==> src/rtl/temp_alarm_pkg.sv <==
package temp_alarm_pkg;
    localparam logic [7:0] OFS_ID     = 8'h04;
    localparam logic [7:0] OFS_SUB    = 8'h05;
    localparam logic [7:0] OFS_STAT   = 8'h08;
    localparam logic [7:0] OFS_SDCTL  = 8'h40;
    localparam logic [7:0] OFS_ALARM  = 8'h46;
    localparam logic [7:0] ID_VALUE   = 8'h09;
    localparam logic [7:0] SUB_COARSE = 8'h08;
    localparam logic [7:0] SUB_FINE   = 8'h09;
    localparam int         LVL_W      = 3;

    typedef enum logic [1:0] {
        TS_OFF  = 2'd0,
        TS_IDLE = 2'd1,
        TS_EVAL = 2'd2
    } trk_state_t;

    // fine state 0..7 -> coarse stage {0,1,1,2,2,3,3,3}
    function automatic logic [1:0] fine_to_coarse(input logic [LVL_W-1:0] s);
        logic [LVL_W:0] t;
        t = ({1'b0, s} + 4'd1) >> 1;
        if (t > 4'd3) t = 4'd3;
        return t[1:0];
    endfunction
endpackage

==> src/rtl/temp_alarm_regs.sv <==
module temp_alarm_regs
    import temp_alarm_pkg::*;
#(
    parameter int FINE = 1
) (
    input  logic             clk,
    input  logic             rst_n,
    input  logic             wr,
    input  logic             rd,
    input  logic [7:0]       addr,
    input  logic [7:0]       wdata,
    input  logic [LVL_W-1:0] lvl,
    output logic [7:0]       rdata,
    output logic [1:0]       thresh,
    output logic             ovr2,
    output logic             ovr3,
    output logic             alarm_en,
    output logic             stat_rd
);
    logic [7:0] status_byte;
    logic       unused_bits;

    always_ff @(posedge clk or negedge rst_n) begin
        if (!rst_n) begin
            thresh   <= 2'd0;
            ovr2     <= 1'b0;
            ovr3     <= 1'b0;
            alarm_en <= 1'b0;
        end else if (wr) begin
            if (addr == OFS_SDCTL) begin
                thresh <= wdata[1:0];
                ovr2   <= wdata[6];
                ovr3   <= wdata[7];
            end
            if (addr == OFS_ALARM) begin
                alarm_en <= wdata[7];
            end
        end
    end

    generate
        if (FINE != 0) begin : g_fine_stat
            assign status_byte = {1'b0, lvl, 4'b0000};
            assign unused_bits = ^wdata[5:2];
        end else begin : g_coarse_stat
            assign status_byte = {6'b000000, lvl[1:0]};
            assign unused_bits = ^{wdata[5:2], lvl[2]};
        end
    endgenerate

    always_comb begin
        case (addr)
            OFS_ID:    rdata = ID_VALUE;
            OFS_SUB:   rdata = (FINE != 0) ? SUB_FINE : SUB_COARSE;
            OFS_STAT:  rdata = status_byte;
            OFS_SDCTL: rdata = {ovr3, ovr2, 4'b0000, thresh};
            OFS_ALARM: rdata = {alarm_en, 7'b0000000};
            default:   rdata = 8'h00;
        endcase
    end

    assign stat_rd = rd && (addr == OFS_STAT);
endmodule

==> src/rtl/temp_alarm_ladder.sv <==
module temp_alarm_ladder
    import temp_alarm_pkg::*;
#(
    parameter int FINE   = 1,
    parameter int TEMP_W = 8,
    parameter int BASE   = 105,
    parameter int SPAN   = 20,
    parameter int STEP   = 5,
    parameter int HYST   = 2
) (
    input  logic [TEMP_W-1:0] samp,
    input  logic [1:0]        thresh,
    output logic [LVL_W-1:0]  raw_cnt,
    output logic [LVL_W-1:0]  hys_cnt
);
    localparam int NB = (FINE != 0) ? 7 : 3;
    localparam int CW = TEMP_W + 2;

    logic [NB-1:0] above;
    logic [NB-1:0] near;
    logic [CW-1:0] samp_x;

    assign samp_x = {2'b00, samp};

    for (genvar i = 0; i < NB; i++) begin : g_bnd
        localparam int OFS = (FINE != 0) ? (SPAN * (i / 2) + (i % 2) * (SPAN / 2))
                                         : (SPAN * i);
        logic [CW-1:0] bnd;
        assign bnd      = CW'(BASE + OFS) + CW'(STEP) * {{(CW-2){1'b0}}, thresh};
        assign above[i] = samp_x >= bnd;
        assign near[i]  = (samp_x + CW'(HYST)) >= bnd;
    end

    always_comb begin
        raw_cnt = '0;
        hys_cnt = '0;
        for (int k = 0; k < NB; k++) begin
            raw_cnt = raw_cnt + LVL_W'(above[k]);
            hys_cnt = hys_cnt + LVL_W'(near[k]);
        end
    end
endmodule

==> src/rtl/temp_alarm_tracker.sv <==
module temp_alarm_tracker
    import temp_alarm_pkg::*;
#(
    parameter int TEMP_W = 8
) (
    input  logic              clk,
    input  logic              rst_n,
    input  logic              en,
    input  logic              smp_vld,
    input  logic [TEMP_W-1:0] smp_temp,
    input  logic              stat_rd,
    input  logic [LVL_W-1:0]  raw_cnt,
    input  logic [LVL_W-1:0]  hys_cnt,
    output logic [TEMP_W-1:0] held_temp,
    output logic [LVL_W-1:0]  lvl,
    output logic              irq,
    output logic              evaluating
);
    trk_state_t        st_q, st_d;
    logic [TEMP_W-1:0] temp_d;
    logic [LVL_W-1:0]  lvl_d, eval_lvl;
    logic              irq_d, chg;

    // state register
    always_ff @(posedge clk or negedge rst_n) begin
        if (!rst_n) begin
            st_q      <= TS_OFF;
            held_temp <= '0;
            lvl       <= '0;
            irq       <= 1'b0;
        end else begin
            st_q      <= st_d;
            held_temp <= temp_d;
            lvl       <= lvl_d;
            irq       <= irq_d;
        end
    end

    // transitions
    always_comb begin
        st_d = st_q;
        unique case (st_q)
            TS_OFF:  st_d = TS_IDLE;
            TS_IDLE: if (smp_vld) st_d = TS_EVAL;
            TS_EVAL: if (!smp_vld) st_d = TS_IDLE;
            default: st_d = TS_OFF;
        endcase
        if (!en) st_d = TS_OFF;
    end

    always_comb begin
        if (raw_cnt > lvl)      eval_lvl = raw_cnt;
        else if (hys_cnt < lvl) eval_lvl = hys_cnt;
        else                    eval_lvl = lvl;
    end

    // outputs and datapath
    always_comb begin
        temp_d = held_temp;
        lvl_d  = lvl;
        irq_d  = irq;
        chg    = 1'b0;
        if (!en) begin
            lvl_d = '0;
            irq_d = 1'b0;
        end else begin
            unique case (st_q)
                TS_EVAL: begin
                    chg   = (eval_lvl != lvl);
                    lvl_d = eval_lvl;
                    if (smp_vld) temp_d = smp_temp;
                end
                TS_IDLE: if (smp_vld) temp_d = smp_temp;
                default: ;
            endcase
            if (chg)          irq_d = 1'b1;
            else if (stat_rd) irq_d = 1'b0;
        end
    end

    assign evaluating = (st_q == TS_EVAL);
endmodule

==> src/rtl/temp_alarm_top.sv <==
module temp_alarm_top
    import temp_alarm_pkg::*;
#(
    parameter int FINE_STATE    = 1,
    parameter int TEMP_W        = 8,
    parameter int BASE_TRIP_C   = 105,
    parameter int STAGE_SPAN_C  = 20,
    parameter int THRESH_STEP_C = 5,
    parameter int HYST_C        = 2
) (
    input  logic              clk,
    input  logic              rst_n,
    input  logic [TEMP_W-1:0] temp_c,
    input  logic              temp_vld,
    input  logic              reg_wr,
    input  logic              reg_rd,
    input  logic [7:0]        reg_addr,
    input  logic [7:0]        reg_wdata,
    output logic [7:0]        reg_rdata,
    output logic              irq,
    output logic              shdn_stage2,
    output logic              shdn_stage3
);
    logic [1:0]        thresh;
    logic              ovr2, ovr3, alarm_en, stat_rd, evaluating;
    logic [LVL_W-1:0]  lvl, raw_cnt, hys_cnt;
    logic [TEMP_W-1:0] held_temp;
    logic [1:0]        coarse;

    temp_alarm_regs #(.FINE(FINE_STATE)) u_regs (
        .clk(clk), .rst_n(rst_n), .wr(reg_wr), .rd(reg_rd), .addr(reg_addr),
        .wdata(reg_wdata), .lvl(lvl), .rdata(reg_rdata), .thresh(thresh),
        .ovr2(ovr2), .ovr3(ovr3), .alarm_en(alarm_en), .stat_rd(stat_rd)
    );

    temp_alarm_ladder #(
        .FINE(FINE_STATE), .TEMP_W(TEMP_W), .BASE(BASE_TRIP_C),
        .SPAN(STAGE_SPAN_C), .STEP(THRESH_STEP_C), .HYST(HYST_C)
    ) u_ladder (
        .samp(held_temp), .thresh(thresh), .raw_cnt(raw_cnt), .hys_cnt(hys_cnt)
    );

    temp_alarm_tracker #(.TEMP_W(TEMP_W)) u_trk (
        .clk(clk), .rst_n(rst_n), .en(alarm_en), .smp_vld(temp_vld),
        .smp_temp(temp_c), .stat_rd(stat_rd), .raw_cnt(raw_cnt),
        .hys_cnt(hys_cnt), .held_temp(held_temp), .lvl(lvl), .irq(irq),
        .evaluating(evaluating)
    );

    generate
        if (FINE_STATE != 0) begin : g_fine_map
            assign coarse = fine_to_coarse(lvl);
        end else begin : g_coarse_map
            assign coarse = lvl[1:0];
        end
    endgenerate

    assign shdn_stage2 = (coarse >= 2'd2) && !ovr2;
    assign shdn_stage3 = (coarse == 2'd3) && !ovr3;
endmodule

==> config.mk <==
export PLATFORM = sky130hd
export DESIGN_NAME = temp_alarm_top
export DESIGN_NICKNAME = d
export VERILOG_FILES = /design/src/rtl/temp_alarm_pkg.sv /design/src/rtl/temp_alarm_regs.sv /design/src/rtl/temp_alarm_ladder.sv /design/src/rtl/temp_alarm_tracker.sv /design/src/rtl/temp_alarm_top.sv
export SDC_FILE = /design/constraint.sdc
export NUM_CORES = 1
export LEC_CHECK = 0
export CAP_MARGIN = 10
export CORE_MARGIN = 4
export CORE_UTILIZATION = 45
export DETAILED_ROUTE_END_ITERATION = 10
export HOLD_SLACK_MARGIN = 0.06
export PLACE_DENSITY = 0.68
export SYNTH_ARGS = -nofsm -noshare
export SYNTH_HDL_FRONTEND = slang
export SYNTH_SLANG_ARGS = --single-unit
==> constraint.sdc <==
create_clock -name clk -period 11.1 [get_ports clk]
set_clock_uncertainty 0.05 [all_clocks]
set_input_delay 1.665 -clock clk [delete_from_list [all_inputs] [get_ports clk]]
set_output_delay 1.665 -clock clk [all_outputs]
set_load 0.01 [all_outputs]
==> qor.txt, run 1 <==
Status: finished, final reports clean
Slowest library cell on the worst path: fa_1
Clock root buffer: clkbuf_8
Total GRT Usage: 17.8%
Wire length on met2: 2890 um
Footprint of the multi-input gates: 0.00229 mm^2
Vias/cell: 5.60
Crit-path leading delay family: adder cells
Most frequent cells in the layout: ha_1, clkdlybuf4s50_1, inv_1
Netlist Area Pre-Place: 0.00291 mm^2
Pre-CTS setup slack: 4.26 ns
Final worst slack: 4.29 ns
Worst min-delay path category: reg -> reg
Post-route DRC: 0
DRT iter0 DRCs: 82
Kind of end point of the critical path: flip-flop
First-pass GRT wire length: 11100 um
# setup viols final: 0
Die area: 0.00781 mm^2
Core footprint: 0.00631 mm^2
Register area: 475 um^2
Fin crit share: 61.3%
Met1 wire length: 3090 um
Ys flop type: dfrtp_1
RSZ-0062 raised after global routing: false
I/O pin cnt: 40
CTS max path bufs: 2
TritonCTS Buffers: 3
Initial DRT Pass Iterations: 4
Top layer in use: met4
Async S/R FF share, synth: 100%
Layout cells sized above 1: 7.34%
Final period demand of the worst path: 6.81 ns
Register area share after synthesis: 16.4%
Reg2Reg Setup Slack: 4.29 ns
PwrDens: 50.2 mW/mm^2
CTS tree: yes
Yosys reg bits: 19
Die height: 88.4 um
Register share of total power: 43.8%
Placed Cells: 427
Worst setup path class: reg -> reg
Clk network pwr share: 27.9%
Syn_area_per_cell: 9.09 um^2
Slowest stage delay, CP: 0.56 ns
Clock sink count: 19
CP Max Fanout: 8
Port Buffers: 34
Max cap viols: 0
DIE WIDTH: 88.4 um
Worst Setup SP: u_regs.thresh[0]
Gr ovfl total: 0
Initial antenna violation count: 0
Logic pwr share: 28.3%
Largest net degree at the start of global routing: 20
# nets final: 462
Post-CTS Setup Bufs: 0
Reg2Reg Launch Point: u_regs.thresh[0]
Pint: 0.120 mW
Most used cell, CP: inv_1
Final TNS setup: 0 ns
Worst Setup Start Kind: flip-flop
Hold_buf cts: 0
Starting Density: 46.1%
Switching Share: 29.2%
CP Data Required Time: 11.17 ns
Fillers: 596
Crit path DAT: 6.88 ns
Vias in the first global route: 2494
Total number of vias: 2415
Net switching power figure: 0.0494 mW
GP Congestion: 0.848
Slew Viols, Final: 0
Bufs and invs on worst path: 7
Num rows: 29
Latest clock arrival within the worst-skew pair: 0.25 ns
Final WL: 6380 um
Worst vdd ir: 66.9 uV
Post-route ant nets: 0
Fin. Hold Viols: 0
Cells after synthesis: 320
H-tree depth: 1
Non-Filler Instances: 431
CTS resizes: 0
Worst Max-Slew Pin Slew: 0.856 ns
Max Freq: 147 MHz
Avg WL per Cell: 14.8 um
Met3 wire len: 240 um
Synth warn: 0
P&R area growth vs syn: 15.9%
Number of synthesized flops with an enable pin: 0
Final hold slack: 0.458 ns
P_leak: 1.68 nW
Antenna Diode Count: 0
Min-delay src: u_trk.held_temp[0]
Detailed placement HPWL: 5310 um
Tot Pwr: 0.169 mW
Distinct cells, synth: 53
Slew headroom: 42.8%
Leading cell type in the layout, fill and taps excluded: ha_1
Net count of the mapped netlist: 427
Clock slew seen by the registers of the worst setup and hold paths: 0.07 ns
## power by group through the flow
stage	sequential, mW	clock [mW]	combinational, mW
global route	0.0744	0.0523	0.0539
detailed placement	0.0754	0	0.0476
CTS	0.0741	0.0488	0.0479
floorplan	0.0740	0	0.0291
finish	0.0741	0.0472	0.0479
global placement	0.0753	0	0.0461
## path summary, 6_finish.rpt
check                                           to  cells past startpoint
worst max register to register           u_trk.irq                     26
worst max-delay path                     u_trk.irq                     26
min in group asynchronous            u_trk.st_q[0]                      1
worst min-delay path            u_trk.held_temp[0]                      1
max in group asynchronous       u_trk.held_temp[1]                      1
worst min register to register  u_trk.held_temp[0]                      1
## cell families after synthesis
kind of cell | Yosys count | share of synthesized area (%)
xor+xnor | 11 | 3.31
simple gates | 73 | 14.2
other cells | 1 | 0.129
mux | 18 | 7.32
flops | 19 | 16.4
fa+ha+maj | 79 | 35.5
compound gates | 81 | 18.2
buf+inv | 38 | 5.03
## layout make-up
class | instances | area share [%]
multi-input cells | 263 | 67.8
flip-flops and latches | 19 | 14.1
repair buffers | 34 | 10.1
inverters | 34 | 3.79
well taps | 77 | 2.86
clock buffers | 4 | 1.34
## registers in the layout, indices dropped and copies added, names as in the netlist
| register | count |
|---|---|
| u_trk.lvl | 3 |
| u_trk.held_temp | 8 |
| u_regs.ovr2 | 1 |
| u_regs.ovr3 | 1 |
| u_regs.thresh | 2 |
| u_regs.alarm_en | 1 |
| u_trk.irq | 1 |
| u_trk.st_q | 2 |
## cell usage after synthesis (2+ instances only)
cell	number	share of area [%]
ha_1	72	31
inv_1	33	4.3
a21oi_1	23	4.0
dfrtp_1	19	16
o21ai_0	19	3.3
nor2_1	18	2.3
a21o_1	14	3.6
nand2_1	11	1.4
mux2_2	10	3.9
nand3_1	8	1.4
xnor2_1	7	2.1
fa_1	6	4.1
nor3_1	6	1.0
a221oi_1	4	1.2
mux2_4	4	2.1
mux2i_1	4	1.4
nand2b_1	4	0.86
nor2b_1	4	0.86
xor2_1	4	1.2
a31oi_1	3	0.65
and2_1	3	0.65
clkbuf_1	3	0.39
nor4_1	3	0.65
o211ai_1	3	0.77
a2111oi_0	2	0.60
a221o_1	2	0.69
and4_1	2	0.60
nand3b_1	2	0.52
or3_1	2	0.43
or4b_2	2	0.69
## layer usage
metal	vias up	track usage (%)
met3	13	1.86
met2	53	30.2
li1	1235	-
met1	1114	23.4
met4	0	6.46
met5	-	0
## per-stage QoR
step,util (%),cell area (um^2)
after floorplan,-,2910
after detailed placement,52.7,3330
after global routing,53.4,3370
after global placement,52.7,3330
after CTS,53.4,3370
final,53.4,3370
Power figures use the tool's default switching activity.
==> run 2: changes to the inputs <==
Settings changed: PLACE_DENSITY 0.68 to 0.7.
Clock period 11.1 ns to 5.89 ns, I/O delays scaled along.
==> run 2 against run 1 <==
Net effect: sequential share of layout area is 1.3 points lower; register-to-register slack got worse by 4.1 ns; non-clock buffer count rose by 30; sequential power up 86%; hold slack better by 0.026 ns; setup slack lost 4.1 ns; critical path type unchanged; critical endpoint unchanged.
==> qor.txt, run 2 (same netlist as run 1, synthesis figures left out) <==
Slew headroom: 41.8% (-0.97 points)
CTS max path bufs: 2 (unchanged)
Max Freq: 177 MHz (+21%)
Worst setup path class: reg -> reg
Net switching power figure: 0.100 mW (+100%)
Final hold slack: 0.483 ns (+0.0258 ns)
Post-route ant nets: 0 (unchanged)
Fin crit share: 95.9% (+35 points)
Slew Viols, Final: 0 (unchanged)
Total number of vias: 2551 (+5.6%)
Reg with most FFs: u_trk.held_temp
Clock slew seen by the registers of the worst setup and hold paths: 0.07 ns (about the same)
Min-delay src: u_trk.held_temp[0]
Worst Max-Slew Pin Slew: 0.871 ns (+0.0145 ns)
Latest clock arrival within the worst-skew pair: 0.26 ns (about the same)
Crit path DAT: 5.78 ns (-1.10 ns)
Gr ovfl total: 0 (unchanged)
Die height: 88.4 um (unchanged)
CP Data Required Time: 6.02 ns (-5.15 ns)
Die area: 0.00781 mm^2 (unchanged)
Most frequent cells in the layout: ha_1, clkdlybuf4s50_1, buf_4
TritonCTS Buffers: 3 (unchanged)
First-pass GRT wire length: 11400 um (+2.6%)
Switching Share: 29.5% (+0.27 points)
Register share of total power: 40.4% (-3.4 points)
Max cap viols: 0 (unchanged)
# setup viols final: 0 (unchanged)
Vias in the first global route: 2526 (+1.3%)
RSZ-0062 raised after global routing: true
PwrDens: 91.0 mW/mm^2 (+81%)
Hold_buf cts: 0 (unchanged)
Worst vdd ir: 144 uV (+110%)
Worst min-delay path category: reg -> reg
P_leak: 1.85 nW (+10%)
Finished Core Util: 59.3% (+5.9 points)
Total GRT Usage: 18.2% (+0.40 points)
Leading cell type in the layout, fill and taps excluded: ha_1
Clk network pwr share: 26.8% (-1.1 points)
H-tree depth: 1 (unchanged)
Top Registers: u_trk.held_temp: 8 flops, u_trk.lvl: 3 flops
CTS tree: yes
Vias/cell: 5.53 (-1.2%)
I/O pin cnt: 40 (unchanged)
Initial DRT Pass Iterations: 4 (unchanged)
Post-DP Area: 0.00355 mm^2 (+6.7%)
CP Max Fanout: 3 (-5)
Starting Density: 46.1% (unchanged)
Final period demand of the worst path: 5.65 ns (-1.16 ns)
Reg2Reg Launch Point: u_regs.thresh[1]
Logic pwr share: 32.8% (+4.5 points)
Layout cells sized above 1: 21.1% (+14 points)
Detailed placement HPWL: 5610 um (+5.6%)
Pint: 0.240 mW (+100%)
P&R area growth vs syn: 28.7%
Status: finished, final reports clean
Clock root buffer: clkbuf_8
Initial antenna violation count: 0 (unchanged)
Post-route DRC: 0 (unchanged)
Largest net degree at the start of global routing: 20 (unchanged)
DIE WIDTH: 88.4 um (unchanged)
Worst Setup SP: u_regs.thresh[1]
Fin. Hold Viols: 0 (unchanged)
Final Cell Area: 0.00374 mm^2 (+11%)
Num rows: 29 (unchanged)
Final WL: 6840 um (+7.1%)
Avg WL per Cell: 14.8 um (+0.14%)
Worst Setup Start Kind: flip-flop
Pre-CTS setup slack: -0.0669 ns (-4.32 ns)
# nets final: 492 (+6.5%)
Kind of end point of the critical path: flip-flop
Core footprint: 0.00631 mm^2 (unchanged)
DRT iter0 DRCs: 109 (+33%)
Max reg flops: 8 (unchanged)
Final worst slack: 0.240 ns (-4.05 ns)
Tot Pwr: 0.340 mW (+100%)
GP Congestion: 0.887 (+4.7%)
Antenna Diode Count: 0 (unchanged)
Clock sink count: 19 (unchanged)
Port Buffers: 34 (unchanged)
[run 2: changes by cell type in the layout (fill, tap and decap cells not counted), sizes merged]
cell  delta
buf     +30
[run 2: metrics by stage]
| step | std cells | setup TNS [ns] |
|---|---|---|
| after floorplan | 320 | 0 |
| after global placement | 451 | -0.0170 |
| after detailed placement | 451 | -0.0669 |
| after CTS | 456 | 0 |
| after global routing | 461 | -0.0308 |
| final | 461 | 0 |
[run 2: area by class of cell]
type | instances | area, um^2
Tap cell | 77 | 96.3
Timing Repair Buffer | 64 | 569
Clock buffer | 4 | 45.0
Multi-Input combinational cell | 263 | 2420
Sequential cell | 19 | 478
Inverter | 34 | 130
Fill cell | 562 | 2570
[run 2: path summary, 6_finish.rpt]
check	to	slack [ns]	cells past startpoint
worst max-delay path	u_trk.irq	0.24	27
worst min-delay path	u_trk.held_temp[0]	0.48	1
worst max register to register	u_trk.irq	0.24	27
worst min register to register	u_trk.held_temp[0]	0.48	1
max in group asynchronous	u_trk.held_temp[2]	4.13	1
min in group asynchronous	u_regs.ovr2	1.07	1
[run 2: routing by layer]
layer	vias up	track usage, %	part of all wire (%)
li1	1298	-	-
met1	1186	25.0	49
met2	55	29.9	46
met3	12	1.68	3.7
met4	0	6.32	1.9
met5	-	0	0
[run 2: power groups by stage]
stage	Sequential, mW	Clock [mW]	Combinational, mW
2_1_floorplan	0.140	0	0.0569
3_3_place_gp	0.140	0	0.0993
3_5_place_dp	0.140	0	0.102
4_1_cts	0.137	0.0946	0.103
5_1_grt	0.138	0.0985	0.125
6_report	0.138	0.0912	0.112
[run 2: critical path: stages, from the launching register on]
cell     delay (ns)
dfrtp_1        0.36
inv_2          0.05
ha_4           0.28
inv_4          0.05
ha_4           0.26
inv_2          0.03
a21o_1         0.17
a21o_1         0.16
a21o_1         0.15
maj3_2         0.32
a31o_4         0.24
ha_4           0.21
fa_1           0.48
inv_1          0.05
fa_1           0.42
inv_1          0.07
ha_2           0.17
inv_2          0.03
fa_1           0.51
inv_2          0.05
ha_4           0.26
nor2b_4        0.14
o21ai_2        0.07
a32oi_2        0.21
buf_4          0.17
mux2_4         0.32
xor2_1         0.15
a21oi_1        0.15
[run 2: timing repair]
action,in CTS,in global routing
hold endpoints to repair,0,0
buffers inserted,1,5
endpoints found under the setup margin,1,4
pin swaps,4,17
gates resized for setup,2,26
